File: config.mk
export PLATFORM = sky130hd
export DESIGN_NAME = cskip_ctrl
export DESIGN_NICKNAME = d
export VERILOG_FILES = /design/src/rtl/cskip_pkg.sv /design/src/rtl/cskip_sync.sv /design/src/rtl/cskip_blank.sv /design/src/rtl/cskip_ctrl.sv
export SDC_FILE = /design/constraint.sdc
export NUM_CORES = 1
export LEC_CHECK = 0
export BUFFER_PORTS_ARGS = -buffer_cell sky130_fd_sc_hd__buf_2
export CORE_UTILIZATION = 35
export DETAILED_ROUTE_END_ITERATION = 8
export PLACE_DENSITY_LB_ADDON = 0.05
export REMOVE_ABC_BUFFERS = 1
export SLEW_MARGIN = 20
export SYNTH_ARGS = -nofsm -noshare
export SYNTH_HDL_FRONTEND = slang
export SYNTH_SLANG_ARGS = --single-unit
export TNS_END_PERCENT = 100
File: constraint.sdc
create_clock -name clk -period 1.39 [get_ports clk]
set_input_delay 0.2085 -clock clk [delete_from_list [all_inputs] [get_ports clk]]
set_output_delay 0.2085 -clock clk [all_outputs]
set_load 0.1 [all_outputs]
File: src/rtl/cskip_pkg.sv
package cskip_pkg;
  typedef enum logic {
    CS_IDLE = 1'b0,
    CS_ON   = 1'b1
  } cs_state_t;
endpackage

File: src/rtl/cskip_sync.sv
module cskip_sync #(
  parameter int W      = 2,
  parameter int STAGES = 2
) (
  input  logic         clk,
  input  logic         rst_n,
  input  logic [W-1:0] d,
  output logic [W-1:0] q
);
  logic [W-1:0] stg_q [STAGES];

  genvar g;
  generate
    for (g = 0; g < STAGES; g++) begin : g_stage
      if (g == 0) begin : g_first
        always_ff @(posedge clk or negedge rst_n) begin
          if (!rst_n) stg_q[g] <= '0;
          else        stg_q[g] <= d;
        end
      end else begin : g_next
        always_ff @(posedge clk or negedge rst_n) begin
          if (!rst_n) stg_q[g] <= '0;
          else        stg_q[g] <= stg_q[g-1];
        end
      end
    end
  endgenerate

  assign q = stg_q[STAGES-1];
endmodule

File: src/rtl/cskip_blank.sv
module cskip_blank #(
  parameter int BLANK_CYC = 6
) (
  input  logic clk,
  input  logic rst_n,
  input  logic load,
  output logic done
);
  localparam int CW = (BLANK_CYC < 1) ? 1 : $clog2(BLANK_CYC + 1);

  logic [CW-1:0] cnt_q, cnt_d;

  always_comb begin
    cnt_d = cnt_q;
    if (load)               cnt_d = CW'(BLANK_CYC);
    else if (cnt_q != '0)   cnt_d = cnt_q - 1'b1;
  end

  always_ff @(posedge clk or negedge rst_n) begin
    if (!rst_n) cnt_q <= '0;
    else        cnt_q <= cnt_d;
  end

  assign done = (cnt_q == '0);

  // a fresh load always opens a blanking window when BLANK_CYC is nonzero
  a_r5_window_opens: assert property (@(posedge clk) disable iff (!rst_n)
    (load && BLANK_CYC > 0) |=> !done);
endmodule

File: src/rtl/cskip_ctrl.sv
module cskip_ctrl
  import cskip_pkg::*;
#(
  parameter int BLANK_CYC   = 6,
  parameter int SYNC_STAGES = 2
) (
  input  logic clk,
  input  logic rst_n,
  input  logic cyc_clk,
  input  logic dmax,
  input  logic en_in,
  input  logic ilim_in,
  input  logic uv_flt,
  input  logic ot_flt,
  output logic gate,
  output logic stat_vld,
  output logic stat_taken,
  output logic stat_ilim,
  output logic stat_dmax
);
  localparam int NSYNC = 2;

  logic [NSYNC-1:0] async_in, sync_out;
  logic en_s, ilim_s;
  logic cyc_q;
  logic start_edge, take, turn_on, cut_ilim, cut_end, blank_done;
  cs_state_t state_q, state_d;
  logic vld_d, tak_d, il_d, dm_d;

  assign async_in = {ilim_in, en_in};

  cskip_sync #(.W(NSYNC), .STAGES(SYNC_STAGES)) sync_i (
    .clk(clk), .rst_n(rst_n), .d(async_in), .q(sync_out)
  );
  assign en_s   = sync_out[0];
  assign ilim_s = sync_out[1];

  cskip_blank #(.BLANK_CYC(BLANK_CYC)) blank_i (
    .clk(clk), .rst_n(rst_n), .load(turn_on), .done(blank_done)
  );

  assign start_edge = cyc_clk & ~cyc_q;
  assign take       = en_s & dmax & ~uv_flt & ~ot_flt;
  assign turn_on    = (state_q == CS_IDLE) & start_edge & take;
  assign cut_ilim   = ilim_s & blank_done;
  assign cut_end    = cut_ilim | ~dmax;

  always_comb begin
    state_d = state_q;
    vld_d   = 1'b0;
    tak_d   = 1'b0;
    il_d    = 1'b0;
    dm_d    = 1'b0;
    case (state_q)
      CS_IDLE: begin
        if (start_edge) begin
          if (take) state_d = CS_ON;
          else      vld_d   = 1'b1;
        end
      end
      CS_ON: begin
        if (cut_end) begin
          state_d = CS_IDLE;
          vld_d   = 1'b1;
          tak_d   = 1'b1;
          il_d    = cut_ilim;
          dm_d    = ~cut_ilim;
        end
      end
      default: state_d = CS_IDLE;
    endcase
  end

  always_ff @(posedge clk or negedge rst_n) begin
    if (!rst_n) begin
      state_q    <= CS_IDLE;
      cyc_q      <= 1'b0;
      stat_vld   <= 1'b0;
      stat_taken <= 1'b0;
      stat_ilim  <= 1'b0;
      stat_dmax  <= 1'b0;
    end else begin
      state_q    <= state_d;
      cyc_q      <= cyc_clk;
      stat_vld   <= vld_d;
      stat_taken <= tak_d;
      stat_ilim  <= il_d;
      stat_dmax  <= dm_d;
    end
  end

  assign gate = (state_q == CS_ON);

  // conduction only begins at a detected cycle start
  a_r2_on_at_start: assert property (@(posedge clk) disable iff (!rst_n)
    $rose(gate) |-> $past(start_edge));
  // no turn-on while a fault inhibit is active
  a_r8_fault_block: assert property (@(posedge clk) disable iff (!rst_n)
    $rose(gate) |-> $past(!uv_flt && !ot_flt));
  // within blanking only the duty window may end conduction
  a_r5_blank_hold: assert property (@(posedge clk) disable iff (!rst_n)
    (gate && !blank_done && dmax) |=> gate);
  // duty window closing ends conduction on the next edge
  a_r7_dmax_cut: assert property (@(posedge clk) disable iff (!rst_n)
    (gate && !dmax) |=> !gate);
  // every turn-off is reported as a taken cycle with one cause
  a_r9_end_strobe: assert property (@(posedge clk) disable iff (!rst_n)
    $fell(gate) |-> (stat_vld && stat_taken && $onehot0({stat_ilim, stat_dmax})
                     && (stat_ilim || stat_dmax)));
  // a skipped report carries no cause
  a_r9_skip_clean: assert property (@(posedge clk) disable iff (!rst_n)
    (stat_vld && !stat_taken) |-> (!stat_ilim && !stat_dmax));
endmodule

[Yosys cells after proc, flatten, opt, wreduce, memory -nomap -nowiden]
Index checks and enable logic that the tools add are counted.
Cells by class
  muxes and demuxes: 15
  bitwise operators: 14
  $add $sub $neg: 1
  reduce and logical (&&, ||, !) cells: 3
Operators with widths (count)
  1-bit 2-to-1 mux: 11
  1-bit AND: 7
  3-bit 2-to-1 mux: 2
  1-bit NOT: 6
  1-bit case mux with 2 select lines: 2
  3-bit zero test: 1
  3-bit nonzero test: 1
  3-bit by 1-bit subtractor with 3-bit output (second input constant): 1
  2-bit nonzero test: 1
  1-bit bitwise OR: 1
Word-level totals
  word-level logic and storage cells: 42
  input bits: 8
  register bits after elaboration: 13

[Longest topological paths before layout]
  word-level depth: 6
  gate-level depth with buffers: 5

[Modules after synthesis]
A second synthesis with hierarchy kept.
Second synthesis, totals
  cell total of the unflattened synthesis: 41
  area, all modules: 531.8 um2
By module, submodules not included
  cskip_ctrl: times used 1, seq. area each 150.1 um2, area an instance 231.5 um2, cells each 18
  cskip_blank: times used 1, seq. area each 75.1 um2, area an instance 185.2 um2, cells each 17
  cskip_sync: times used 1, seq. area each 100.1 um2, area an instance 115.1 um2, cells each 6

[Worst setup path before layout]
Ideal clock, no wire load.
  kind: register to register
  start point: reg state_q, in the netlist gate
  end point: reg stat_vld
  path buffers: 0
  period minus slack after synthesis: 1565 ps
  slack: -175 ps
  stages on the path, launching flop included: 4
  arrival time: 1441 ps
  data required time: 1266 ps
  cell sequence: dfrtp_1 nor3b_2 nor2b_1 or2_1
On the way
  longest elaborated chain between the ends: 2
RTL lines
  start, declared: RTL line cskip_ctrl.sv:27  | cs_state_t state_q, state_d;
  start signal, assigned: RTL line cskip_ctrl.sv:83  | state_q <= state_d;
  1-bit NOT
  1-bit case mux with 2 select lines (*): RTL line cskip_ctrl.sv:54  | case (state_q)
  net vld_d: RTL line cskip_ctrl.sv:28  | logic vld_d, tak_d, il_d, dm_d;
  end signal, assigned: RTL line cskip_ctrl.sv:85  | stat_vld <= vld_d;
  end, declared: RTL line cskip_ctrl.sv:16  | output logic stat_vld,
Mark *: on every way through the listed nets, which the timed path passes. The rest lies on a longest branch.
A chain may end at the register's enable or synchronous reset.

[Worst setup path after layout]
  start point: reg blank_i.cnt_q[0]
  end point: reg blank_i.cnt_q[1]
On the way
  longest elaborated chain between the ends: 3
RTL lines
  start, declared: RTL line cskip_blank.sv:11  | logic [CW-1:0] cnt_q, cnt_d;
  start signal, assigned: RTL line cskip_blank.sv:21  | else cnt_q <= cnt_d;
  3-bit by 1-bit subtractor with 3-bit output: RTL line cskip_blank.sv:16  | else if (cnt_q != '0) cnt_d = cnt_q - 1'b1;
  3-bit 2-to-1 mux: RTL line cskip_blank.sv:16
  3-bit 2-to-1 mux: RTL line cskip_blank.sv:15  | if (load) cnt_d = CW'(BLANK_CYC);
Parallel ways exist; a longest one is shown, timed or not. The select of a mux whose other input is x is not followed.

==> qor.log <==
[clocking] TritonCTS buffer count 3
[power] power after layout 1.03 mW
[global_route] wire length of the first global-routing pass 1360 um
[timing] tightest slew margin relative to the limit 67.4%
[synthesis] cell taking the most area after synthesis dfrtp_1
[drt] post-route ant nets 0
[drt] via-per-instance ratio 4.69
[critical_path] data required time of the critical path 1600 ps
[clocking] TritonCTS clock tree done
[synthesis] post-synth design cell area 513 um^2
[global_route] maximum number of pins on one net before global-route repair 14
[run] count of max-cap constraint violations 0
[synthesis] Cell variety after synth 18
[clocking] buffer depth of the longest clock path 2
[timing] total count of max-transition violations in the final report 0
[synthesis] FF+latch count, synth 13
[drt] Iteration-0 DRC Markers 2
[synthesis] Top FF cell, synth dfrtp_1
[drt] vias 328
[timing] setup repair after global routing missed its margin false
[critical_path] largest driver fanout on the critical path 3
[timing] post-layout min period 1260 ps
[die] core area 0.00133 mm^2
[clocking] Clk Latency, worst-skew pair 270 ps
[synthesis] proportion of netlist area held by the largest area contributor 63.4%
[synthesis] largest cells by area after synthesis dfrtp_1 (63%), ha_1 (4.9%), nand3b_4 (3.9%)
[clocking] clk slew on worst S/H paths 70 ps
[power] power per standard cell area 1580 mW/mm^2
[min_path] worst hold path type in -> reg
[global_route] total global-route track usage 13.7%
[die] starting density of the core 38.5%
[die] # IOs 13
[critical_path] startpoint of the most critical setup path blank_i.cnt_q[0]$_DFFE_PN0P_
[timing] maximum operating frequency 0.792 GHz
[layout] Final #Nets 66
[global_route] leftover overflow at the end of global routing 0
[drt] first-pass iteration count of the detailed router 3
[drt] number of remaining DRC errors 0
[critical_path] CP startpoint kind register
[synthesis] share of flip-flops with an asynchronous set or reset after synthesis 100%
[critical_path] WP data arrival 1480 ps
[global_route] antenna violations before repair 0
[synthesis] sequential element share of the synthesized area 63.4%
[synthesis] post-synthesis area per instance 13.9 um^2
[layout] layout-stage area growth over the synthesis result 26.8%
[outcome] run status complete, no violations
[clocking] H-tree levels 1
[layout] Diodes inserted 0
[critical_path] reg-to-reg startpoint blank_i.cnt_q[0]$_DFFE_PN0P_
[die] full die area 0.00162 mm^2
[critical_path] category of the worst setup path capture point register
[timing] share of the cycle needed by the critical path after routing 90.9%
[drt] Routed WL 780 um
[power] largest vdd supply drop 0.660 mV
[critical_path] type of the setup path with the least slack reg -> reg
[power] leakage dissipation 0.352 nW
[layout] fraction of layout instances using a drive strength above 1 36.4%
[timing] worst hold-check slack 47.0 ps
[synthesis] YS warnings 0
[die] site row count 13
[place] number of port buffers 12
[global_route] vias in the first global route 337
[timing] actual slew at the worst max-slew pin 492 ps
[min_path] Hold Startpoint ilim_in
[die] Die Span X 40.3 um
[clocking] number of setup buffers added after CTS 0
[synthesis] number of flops mapped to enable cells by yosys 0
[timing] Fin Clk Skew 6.12 ps
[timing] setup violators final 0
[clocking] buffer cell driving the clock tree root clkbuf_4
[clocking] Clock Sink Count 13
[place] placer congestion estimate 0.680
[synthesis] synthesized instance count 37
[drt] average wire per cell in the routed design 11.1 um
[timing] Final Hold Viols 0
[timing] Setup TNS 0 ps
[die] y dimension of the die 40.3 um
[metal layers]
| layer | global-route usage, % | share of wire (%) | vias to the layer above |
|---|---|---|---|
| met5 | 0 | 0 | - |
| met4 | 5.00 | 0 | 0 |
| met3 | 8.89 | 7.3 | 0 |
| met2 | 21.8 | 51 | 12 |
| met1 | 14.6 | 42 | 161 |
| li1 | - | - | 155 |
[metrics by stage]
step,cells,instance area [um^2],utilization (%),setup WS [ps]
final,70,651,48.8,127
after global routing,70,651,48.8,24.0
after CTS,70,651,48.8,111
after detailed placement,65,614,46.1,129
after global placement,65,614,46.1,171
after floorplan,37,513,-,-175
[cells in the mapped netlist, types with 2 or more instances]
| library cell | count |
|---|---|
| nor2_1 | 2 |
| inv_1 | 2 |
| dfrtp_1 | 13 |
| ha_1 | 2 |
| nand2_1 | 5 |
[where the power goes]
group          internal [mW]  switching [mW]  total, mW
sequential             0.438          0.0340      0.472
clock                  0.111           0.109      0.220
combinational          0.170           0.167      0.337
[sequential cells by signal, indices dropped and copies added (netlist names)]
signal         flops
sync_i.q           2
stat_dmax          1
stat_taken         1
sync_i.stg_q       2
cyc_q              1
gate               1
blank_i.cnt_q      3
stat_ilim          1
stat_vld           1
[worst max-delay path, cell delays in order (launching register included)]
cell and delay (ps):
dfrtp_1 360, inv_1 110, ha_1 180, nor2b_4 170, mux2_1 320, nand2_1 60
[cell type report]
type	instances	area, um^2
Clock buffer	4	26.3
Fill cell	128	683
Inverter	2	7.51
Multi-Input combinational cell	22	180
Sequential cell	13	325
Tap cell	15	18.8
Timing Repair Buffer	14	92.6
[cell usage in the layout, fill, tap and decap left out, types with 2 or more instances in the layout]
cell,instances
buf_2,11
ha_1,2
nand2_1,5
clkbuf_4,3
inv_1,2
nor2_1,2
dfrtp_1,13
[path summary, 6_finish.rpt]
path,endpoint,slack [ps],cells after the start
worst max-delay path,blank_i.cnt_q[1]$_DFFE_PN0P_,130,5
worst min-delay path,sync_i.stg_q[3]$_DFF_PN0_,50,1
worst max register to register,blank_i.cnt_q[1]$_DFFE_PN0P_,130,5
worst min register to register,sync_i.q[1]$_DFF_PN0_,350,0
max in group asynchronous,sync_i.q[0]$_DFF_PN0_,810,2
min in group asynchronous,blank_i.cnt_q[1]$_DFFE_PN0P_,350,2
[repair_timing]
item	CTS	global route
gates resized for setup	0	0
hold buffers	1	0
hold endpoints to repair	13	0
[cells by family after synthesis]
kind of cell / synth area share [%]
XOR/XNOR: 1.71
buffers and inverters: 1.46
multiplexers: 4.15
flip-flops: 63.4
AND/OR/NAND/NOR: 21.2
adder cells (fa/ha/maj): 4.88
AO/OA/AOI/OAI: 3.17
Note: power is estimated with default switching activity, not from simulation.
